[config.mk]
export PLATFORM = sky130hd
export DESIGN_NAME = dual_line_encoder
export DESIGN_NICKNAME = d
export VERILOG_FILES = /design/src/rtl/line_enc_pkg.sv /design/src/rtl/halfbit_phase.sv /design/src/rtl/bit_capture.sv /design/src/rtl/shared_xor_coder.sv /design/src/rtl/dual_line_encoder.sv
export SDC_FILE = /design/constraint.sdc
export NUM_CORES = 1
export LEC_CHECK = 0
export ABC_AREA = 1
export BUFFER_PORTS_ARGS = -buffer_cell sky130_fd_sc_hd__buf_2
export CAP_MARGIN = 30
export CORE_AREA = 3 3 40 42
export DETAILED_ROUTE_END_ITERATION = 10
export DIE_AREA = 0 0 43 45
export HOLD_SLACK_MARGIN = 0.03
export SLEW_MARGIN = 5
export SYNTH_ARGS = -nofsm -noshare
export SYNTH_HDL_FRONTEND = slang
export SYNTH_SLANG_ARGS = --single-unit
[constraint.sdc]
create_clock -name clk -period 0.9 [get_ports clk]
set_clock_uncertainty 0.05 [all_clocks]
set_input_delay 0.27 -clock clk [delete_from_list [all_inputs] [get_ports clk]]
set_output_delay 0.27 -clock clk [all_outputs]
set_load 0.05 [all_outputs]
[src/rtl/line_enc_pkg.sv]
// Shared types for the dual-mode line encoder.
package line_enc_pkg;
    // Code chosen for one bit period; the encoding matches the mode_sel pin.
    typedef enum logic {
        CODE_FM0   = 1'b0,
        CODE_MANCH = 1'b1
    } code_e;
endpackage

[src/rtl/halfbit_phase.sv]
// Half-bit phase tracker.
// Does: toggles a flag on every enabled cycle. 0 marks the A half, 1 marks the B half.
// Assumes: the clock runs at twice the bit rate; reset is synchronous and active low.
module halfbit_phase (
    input  logic clk,
    input  logic rst_n,
    input  logic en,
    output logic second_half,
    output logic bit_start
);
    // Purpose: flag a cycle that opens a new bit period.
    always_comb begin
        bit_start = en & ~second_half;
    end

    // Purpose: advance the phase on each enabled cycle and freeze it otherwise.
    always_ff @(posedge clk) begin
        if (!rst_n) begin
            second_half <= 1'b0;
        end else if (en) begin
            second_half <= ~second_half;
        end
    end

    assert_phase_reset_R1: assert property (@(posedge clk) !rst_n |=> !second_half);
    assert_phase_hold_R7: assert property (@(posedge clk) disable iff (!rst_n)
        !en |=> $stable(second_half));
    assert_phase_step_R8: assert property (@(posedge clk) disable iff (!rst_n)
        en |=> second_half != $past(second_half));
endmodule

[src/rtl/bit_capture.sv]
// Per-bit input capture.
// Does: latches the data bit and the code selection when a bit period opens.
// Assumes: load is high for exactly one enabled cycle per bit, the A half.
module bit_capture
    import line_enc_pkg::*;
#(
    parameter logic  RST_BIT  = 1'b0,
    parameter code_e RST_MODE = CODE_FM0
) (
    input  logic  clk,
    input  logic  rst_n,
    input  logic  load,
    input  logic  din,
    input  code_e mode_in,
    output logic  bit_q,
    output code_e mode_q
);
    // Purpose: hold the bit and code for the B half of the current period.
    always_ff @(posedge clk) begin
        if (!rst_n) begin
            bit_q  <= RST_BIT;
            mode_q <= RST_MODE;
        end else if (load) begin
            bit_q  <= din;
            mode_q <= mode_in;
        end
    end

    assert_sample_once_R6: assert property (@(posedge clk) disable iff (!rst_n)
        !load |=> ($stable(bit_q) && $stable(mode_q)));
endmodule

[src/rtl/shared_xor_coder.sv]
// Shared XOR coder.
// Does: computes the next line level as base XOR flip through one XOR gate and
//       one register for both codes. FM0 uses base = the stored level and flips it
//       at a bit edge, and mid-bit only for a zero. Manchester uses base = the data
//       bit and flip = the phase.
// Assumes: in the A half the live inputs are used, because the captured copies
//          load on that same edge; in the B half the captured copies are used.
module shared_xor_coder
    import line_enc_pkg::*;
#(
    parameter logic INIT_LEVEL = 1'b0
) (
    input  logic  clk,
    input  logic  rst_n,
    input  logic  en,
    input  logic  second_half,
    input  logic  din,
    input  code_e mode_in,
    input  logic  bit_q,
    input  code_e mode_q,
    output logic  level
);
    code_e cur_mode;
    logic  cur_bit;
    logic  base;
    logic  flip;
    logic  level_nxt;

    // Purpose: choose the bit and code that apply to this half-bit.
    always_comb begin
        cur_mode = second_half ? mode_q : mode_in;
        cur_bit  = second_half ? bit_q  : din;
    end

    // Purpose: steer the operands of the single shared XOR according to the code.
    always_comb begin
        if (cur_mode == CODE_FM0) begin
            base = level;
            flip = second_half ? ~cur_bit : 1'b1;
        end else begin
            base = cur_bit;
            flip = second_half;
        end
        level_nxt = base ^ flip;
    end

    // Purpose: register the line level and hold it while disabled.
    always_ff @(posedge clk) begin
        if (!rst_n) begin
            level <= INIT_LEVEL;
        end else if (en) begin
            level <= level_nxt;
        end
    end

    assert_level_reset_R1: assert property (@(posedge clk) !rst_n |=> level == INIT_LEVEL);
    assert_level_hold_R7: assert property (@(posedge clk) disable iff (!rst_n)
        !en |=> $stable(level));
    assert_fm0_edge_R4: assert property (@(posedge clk) disable iff (!rst_n)
        (en && !second_half && mode_in == CODE_FM0) |=> level != $past(level));
    assert_fm0_zero_R2: assert property (@(posedge clk) disable iff (!rst_n)
        (en && second_half && mode_q == CODE_FM0 && !bit_q) |=> level != $past(level));
    assert_fm0_one_R3: assert property (@(posedge clk) disable iff (!rst_n)
        (en && second_half && mode_q == CODE_FM0 && bit_q) |=> $stable(level));
    assert_manch_first_R5: assert property (@(posedge clk) disable iff (!rst_n)
        (en && !second_half && mode_in == CODE_MANCH) |=> level == $past(din));
    assert_manch_mid_R5: assert property (@(posedge clk) disable iff (!rst_n)
        (en && second_half && mode_q == CODE_MANCH) |=> level != $past(level));
endmodule

[src/rtl/dual_line_encoder.sv]
// Dual-mode FM0 / Manchester line encoder, top level.
// Does: connects the phase tracker, the per-bit capture and the shared XOR coder.
// Assumes: clk runs at twice the bit rate; rst_n is synchronous and active low;
//          mode_sel 0 selects FM0 and 1 selects Manchester.
module dual_line_encoder
    import line_enc_pkg::*;
#(
    parameter logic INIT_LEVEL = 1'b0
) (
    input  logic clk,
    input  logic rst_n,
    input  logic en,
    input  logic din,
    input  logic mode_sel,
    output logic line_out
);
    code_e mode_live;
    code_e mode_held;
    logic  second_half;
    logic  bit_start;
    logic  bit_held;

    // Purpose: give the raw mode pin its enumerated meaning.
    always_comb begin
        mode_live = code_e'(mode_sel);
    end

    halfbit_phase u_phase (
        .clk         (clk),
        .rst_n       (rst_n),
        .en          (en),
        .second_half (second_half),
        .bit_start   (bit_start)
    );

    bit_capture #(
        .RST_BIT  (1'b0),
        .RST_MODE (CODE_FM0)
    ) u_capture (
        .clk     (clk),
        .rst_n   (rst_n),
        .load    (bit_start),
        .din     (din),
        .mode_in (mode_live),
        .bit_q   (bit_held),
        .mode_q  (mode_held)
    );

    shared_xor_coder #(
        .INIT_LEVEL (INIT_LEVEL)
    ) u_coder (
        .clk         (clk),
        .rst_n       (rst_n),
        .en          (en),
        .second_half (second_half),
        .din         (din),
        .mode_in     (mode_live),
        .bit_q       (bit_held),
        .mode_q      (mode_held),
        .level       (line_out)
    );
endmodule

After elaboration in Yosys (flattened, before gate mapping)
Index checks and enable logic that the tools add are counted.

storage, ports and cells
  register bits = 4
  bits in latches = 0
  memory bits (writable) = 0
  bits in read-only memories = 0
  input bits = 5
  output and inout port bits = 1
  memories kept = 0

cells by class
  add/subtract/negate cells = 0
  multipliers = 0
  divide/modulo/power cells = 0
  $lt $le $gt $ge = 0
  eq/ne operators = 0
  shift-type cells = 0
  mux-type cells = 5
  bitwise gates (word level) = 4
  reductions and logical operators = 0

operators with widths
  cell         number
  $mux 1       5
  $not 1->1    2
  $and 1x1->1  1
  $xor 1x1->1  1

Depth between registers and ports, before layout
Gate-level depths: netlist (run 1).

  depth in word-level cells = 5
  mapped depth = 6

Hierarchy
A second synthesis (run 1) with hierarchy kept.

unflattened totals
  cells, all modules = 37
  area, all modules = 226.5 um2

by module, submodules not included
  module            times used  cells each  area each (um2)
  shared_xor_coder  1           17          95.1
  bit_capture       1           12          77.6
  halfbit_phase     1           8           53.8

Worst setup path after synthesis (run 1)
OpenSTA, ideal clock, no wires.

  path type = reg-to-reg
  start = register u_coder.level
  end = register u_coder.level
  arrival = 1.033 ns
  setup slack = -0.298 ns
  stages on the path, launching flop included = 6
  path buffers = 0
  cells stage by stage = dfxtp_1 > nand2_1 > nor2_1 > nor2_1 > nand3_1 > a21oi_2

between the ends
  cells in the longest elaborated chain, start to end = 2

ends and longest elaborated chain
  what                      RTL line                text
  start: declaration        shared_xor_coder.sv:21  output logic level
  start signal: assignment  shared_xor_coder.sv:52  level <= level_nxt;
  $mux 1                    shared_xor_coder.sv:37  if (cur_mode == CODE_FM0) begin
  $xor 1x1->1               shared_xor_coder.sv:44  level_nxt = base ^ flip;

Every way passes these cells.
A chain may end at the register's enable or synchronous reset.

Worst setup path after layout (run 1)
  start = register u_coder.level
  end = output port line_out

RTL lines
  what              RTL line                 text
  end: declaration  dual_line_encoder.sv:15  output logic line_out

No word-level cell between the ends.

==> impl_metrics.yaml, run 1 <==
yosys:
  synth_cell_types: 10
  synthCells: 27
  yosys_warnings: 0
  syn_area_um2: 184
  synth-seq-area-share: 0.435
  synth_edf_count: 0
  synth_area_leaders: "dfxtp_1, nand2_1, a21oi_1, inv_1, nor2_1"
  synth-main-ff-cell: "dfxtp_1"
  synth-async-reset-ratio: 0
  synth-seq-cells: 4
  synth_top_cell_by_area: "dfxtp_1"
  ys_top_cells_by_count: "nand2_1, dfxtp_1, inv_1, nor2_1, a21oi_1"
  syn_area_per_cell_um2: 6.81
  syn_nets: 32
  synth_top_area_frac: 0.435
  yosysMostFrequentCell: "nand2_1"
critical_path:
  r2r.worst_path.cells: 6
  path_depth: 1
  slowest_stage: "dfxtp_4"
  path_cells: "buf_8"
  crit_family: "flip-flops"
  cp.buffers_inverters: 1
  max_stage_delay_ps: 340
  startpoint_type: "register"
  worstPathArrival_ps: 710
  worstPathRequired_ps: 580
  worstPathMaxFanout: 2
  cp-end-kind: "output port"
  worstSetupPathType: "register to output port"
timing:
  maxSlewViolCount: 0
  worst_slack_ps: -135
  finalCriticalPeriod_ps: 1030
  setup_viol: 2
  hold_viol: 0
  slew_headroom: 0.876
  fmax_mhz: 966
  setup_tns_ps: -241
  worst_pin_slew_ps: 186
  period_share: 1.15
  rsz0062_at_grt: "yes"
placement:
  place_area_um2: 234
  dpl.hpwl_um: 323
  gp_congestion: 0.749
  port_buffers: 5
  pre_cts_ws_ps: -49.0
detailed_routing:
  routed_wl_um: 412
  drtIter0Drc: 3
  vias: 194
  viasPerCell: 3.73
  postRouteAntennaNets: 0
  wl_per_cell_um: 7.92
  drc: 0
  first_pass_iters: 4
global_routing:
  grt_pass1_vias: 172
  antenna_found_initial: 0
  grt_usage: 0.0508
  gr-total-overflow: 0
  grt_max_degree: 6
  grt_pass1_wl_um: 655
clocking:
  cts_buffers: 3
  clkSinkCount: 4
  ctsLongestPathBuffers: 2
  clk_latency_ps: 230
  holdBufCountCts: 0
  cts_max_level: 1
  clock-root-buffer: "clkbuf_4"
  clkTransAtPathRegs_ps: 40
  cts_tree: "built"
power_and_ir_drop:
  cellLeakagePower_nw: 0.128
  power_density_nw_per_um2: 1830
  power.total_uw: 542
  peakVddDrop_mv: 0.550
floorplanning:
  die_w_um: 43
  row_count: 13
  start_util: 0.143
  fp.coreArea_um2: 1280
  fp.dieH_um: 45
  io_pins: 6
  die-area_um2: 1940
final_layout:
  fin_nets: 43
  post-route-util: 0.230
  final_area_um2: 295
  num_antenna_cells: 0
  drive_above_1_share: 0.459
  area_growth_pct: 60.5
hold_path:
  worstHoldPathCells: 3
  hold_path.class: "input port to register"
run:
  drv_cap: 0
status:
  outcome: "complete, but fails checks"
  violations: "setup timing"
## layer usage
metal	vias to the layer above	share of wire	global-route usage
li1	108	-	-
met1	83	0.43	0.0458
met2	3	0.53	0.0719
met3	0	0.044	0.0239
met4	0	0	0.0723
met5	-	0	0
## layout make-up
class,count,area [um^2]
clock buffer,4,26.3
fill,152,990
inverter,5,18.8
multi-input combinational,18,104
sequential,4,85.1
tap,15,18.8
timing repair buffer,6,42.5
## layout by cell type (no fill, tap or decap)
| cell | Yosys | layout |
|---|---|---|
| nor2_1 | 4 | 4 |
| nand2_2 | 0 | 2 |
| a21oi_1 | 3 | 3 |
| dfxtp_1 | 4 | 2 |
| dfxtp_4 | 0 | 1 |
| buf_8 | 0 | 1 |
| dfxtp_2 | 0 | 1 |
| clkbuf_1 | 0 | 1 |
| nand2_4 | 0 | 1 |
| inv_2 | 1 | 1 |
| o21ai_1 | 0 | 1 |
| clkbuf_4 | 0 | 3 |
| a21oi_2 | 1 | 1 |
| buf_4 | 0 | 1 |
| nand2_1 | 6 | 3 |
| a221oi_2 | 0 | 1 |
| buf_2 | 0 | 4 |
| inv_1 | 4 | 4 |
| nand3_1 | 2 | 2 |
## cell families (layout without fill, tap and decap cells)
family / after synthesis / in the layout / synth area share
buffers and inverters: 5 / 15 / 0.102
DFF: 4 / 4 / 0.435
and+or+nand+nor: 12 / 12 / 0.258
AOI/OAI and AO/OA: 6 / 6 / 0.204
## state kept, by name, summed over array words and instances (netlist names)
| signal | count |
|---|---|
| u_coder.level | 1 |
| u_phase.second_half | 1 |
| u_capture.mode_q | 1 |
| u_capture.bit_q | 1 |
## power breakdown
group	internal, mW	total (mW)	switching [mW]
registers	0.193	0.204	0.0103
logic	0.0429	0.101	0.0580
clock network	0.166	0.237	0.0711
total	0.402	0.542	0.139
## final timing paths
path	end	slack, ps	startpoint
worst min-delay path	u_capture.mode_q	250	rst_n
worst max-delay path	line_out	-130	u_coder.level
worst min register to register	u_capture.mode_q	420	u_capture.mode_q
worst max register to register	u_coder.level	-110	u_coder.level
## per-stage QoR
stage          cells  hold slack, ps
5_1_grt           52             252
4_1_cts           52             208
2_1_floorplan     27             333
6_report          52             246
3_5_place_dp      47             414
3_3_place_gp      47             412
## timing repair
item | 4_1_cts | 5_1_grt
endpoints found under the setup margin | 3 | 4
buffers inserted | 1 | 0
resized for setup | 4 | 5
pin swaps | 0 | 3
Note: power is estimated with default switching activity, not from simulation.
==> inputs of run 2 (changes only) <==
--- a/config.mk
+++ b/config.mk
@@ -5,7 +5,7 @@
 export SDC_FILE = /design/constraint.sdc
 export NUM_CORES = 1
 export LEC_CHECK = 0
-export ABC_AREA = 1
+export ABC_AREA = 0
 export BUFFER_PORTS_ARGS = -buffer_cell sky130_fd_sc_hd__buf_2
 export CAP_MARGIN = 30
 export CORE_AREA = 3 3 40 42
==> run 2 against run 1 <==
The flow still finishes with violations (setup timing); worst setup slack got worse by 12 ps; wire length up 10%; count of clock-buffer cells in the layout unchanged; sequential share of layout area shrank 3.1 points; die area unchanged; global-route usage is 0.58 points higher; cell area up 12%; cell count fell by 7.7%; highest routed layer unchanged.
==> impl_metrics.yaml, run 2 <==
floorplanning:
  fp.dieH_um: 45
  io_pins: 6
  row_count: 13
  die_w_um: 43
  fp.coreArea_um2: 1280
  start_util: 0.156
  die-area_um2: 1940
status:
  outcome: "complete, but fails checks"
  violations: "setup timing"
timing:
  hold_viol: 0
  maxSlewViolCount: 0
  finalCriticalPeriod_ps: 1050
  rsz0062_at_grt: "yes"
  setup_viol: 4
  period_share: 1.16
  worst_pin_slew_ps: 134
  worst_slack_ps: -147
  slew_headroom: 0.908
  fmax_mhz: 955
yosys:
  synth_area_leaders: "dfxtp_1, mux2i_1, nor2b_4, nor2b_1, a41oi_1"
  ys_top_cells_by_count: "dfxtp_1, mux2i_1, nor2b_1"
  syn_area_um2: 200
  synth_edf_count: 0
  synth_cell_types: 14
  synth_top_area_frac: 0.400
  synth-async-reset-ratio: 0
  syn_area_per_cell_um2: 10.5
  syn_nets: 24
  yosysMostFrequentCell: "dfxtp_1"
  yosys_warnings: 0
  synth-main-ff-cell: "dfxtp_1"
  synthCells: 19
  synth-seq-cells: 4
  synth_top_cell_by_area: "dfxtp_1"
  synth-seq-area-share: 0.400
hold_path:
  holdCritStartpoint: "en"
  hold_path.class: "input port to register"
  worstHoldPathCells: 3
clocking:
  clkSinkCount: 4
  clock-root-buffer: "clkbuf_4"
  cts_max_level: 1
  ctsLongestPathBuffers: 2
  cts_buffers: 3
  cts_tree: "built"
  clk_latency_ps: 240
  clkTransAtPathRegs_ps: 40
critical_path:
  crit_family: "flip-flops"
  path_depth: 1
  reg2reg_slack_ps: -140
  critPathCapture: "line_out"
  cp.buffers_inverters: 1
  cp-end-kind: "output port"
  slowest_stage: "dfxtp_4"
  path_cells: "buf_8"
  startpoint_type: "register"
  worstPathArrival_ps: 730
  r2r-start: "u_coder.level"
  max_stage_delay_ps: 350
  timing.rr.end: "u_coder.level"
  worstPathRequired_ps: 580
  worstSetupPathType: "register to output port"
  r2r.worst_path.cells: 4
  worstPathMaxFanout: 2
  startpoint: "u_coder.level"
global_routing:
  grt_pass1_vias: 170
  antenna_found_initial: 0
  grt_usage: 0.0566
  grt_max_degree: 6
  gr-total-overflow: 0
  grt_pass1_wl_um: 717
detailed_routing:
  first_pass_iters: 1
  vias: 195
  viasPerCell: 4.06
  postRouteAntennaNets: 0
  wl_per_cell_um: 9.46
  routed_wl_um: 454
  drtIter0Drc: 0
  drc: 0
power_and_ir_drop:
  comb_power_share: 0.218
  sw_frac_of_total: 0.250
  power.total_uw: 574
  switching_power_uw: 143
  peakVddDrop_mv: 0.570
  p_int_uw: 431
  power_frac_seq: 0.357
  power_density_nw_per_um2: 1740
  cellLeakagePower_nw: 0.146
  p_clk_frac: 0.425
final_layout:
  post-route-util: 0.257
  final_cell_mix: "buf_4, buf_2, clkbuf_4"
  drive_above_1_share: 0.545
  layout_commonest_cell: "buf_4"
  fin_nets: 39
  area_growth_pct: 65.0
  num_antenna_cells: 0
placement:
  port_buffers: 5
  gp_congestion: 0.632
  pre_cts_ws_ps: -128
  dpl.hpwl_um: 319
run:
  drv_cap: 0
run 2: cell types whose count changed after synthesis, moves of 2 or more:
cell	delta
mux2i_1	+2
inv_1	-4
a21oi_1	-3
nor2_1	-4
nand2_1	-6
nor2b_1	+2
run 2: per-layer routing:
layer  wire length [um]  track usage
met1                200       0.0675
met2                212       0.0599
met3                 40       0.0677
met4                  0       0.0181
met5                  0            0
run 2: kinds of logic after synthesis:
family,Yosys count,synth area share
simple gates,9,0.350
flops,4,0.400
compound gates,3,0.106
mux,2,0.100
xor+xnor,1,0.0438
run 2: how the worst min path moves through the flow:
stage,endpoint,slack [ps]
after floorplan,u_phase.second_half,340
after global placement,u_capture.mode_q,440
after detailed placement,u_capture.mode_q,450
after CTS,u_coder.level,270
after global routing,u_coder.level,300
final,u_coder.level,270
run 2: worst reg2reg max path: cells and delay by family, from the launching register on:
| kind | cells | cell delay [ps] |
|---|---|---|
| AOI/OAI and AO/OA | 2 | 220 |
| buffers and inverters | 1 | 140 |
| DFF | 1 | 340 |
| and+or+nand+nor | 1 | 170 |
run 2: final cells by class:
cell class	count	area, um^2
fill	147	955
sequential	4	85.1
timing repair buffer	10	72.6
multi-input combinational	15	128
clock buffer	4	26.3
tap	15	18.8
run 2: what timing repair did:
item                                    in CTS  in global routing
endpoints found under the setup margin       4                  4
hold buffers                                 0                  0
gates resized for setup                      4                  1
hold endpoints to repair                     0                  0
setup buffers                                1                  2
pin swaps                                    0                  0
run 2: power by group through the flow:
stage               Combinational (mW)  Sequential [mW]  Clock, mW
floorplan                       0.0438            0.224          0
global placement                0.0911            0.209          0
detailed placement              0.0914            0.209          0
global route                     0.135            0.207      0.275
finish                           0.125            0.205      0.244
CTS                              0.112            0.205      0.261
run 2: stage by stage:
step	TNS, ps	std cells	hold slack, ps	cell area (um^2)
floorplan	-43.3	19	337	204
global placement	-348	41	441	263
detailed placement	-361	41	455	263
CTS	-360	46	268	308
global route	-518	48	301	330
finish	-334	48	274	330
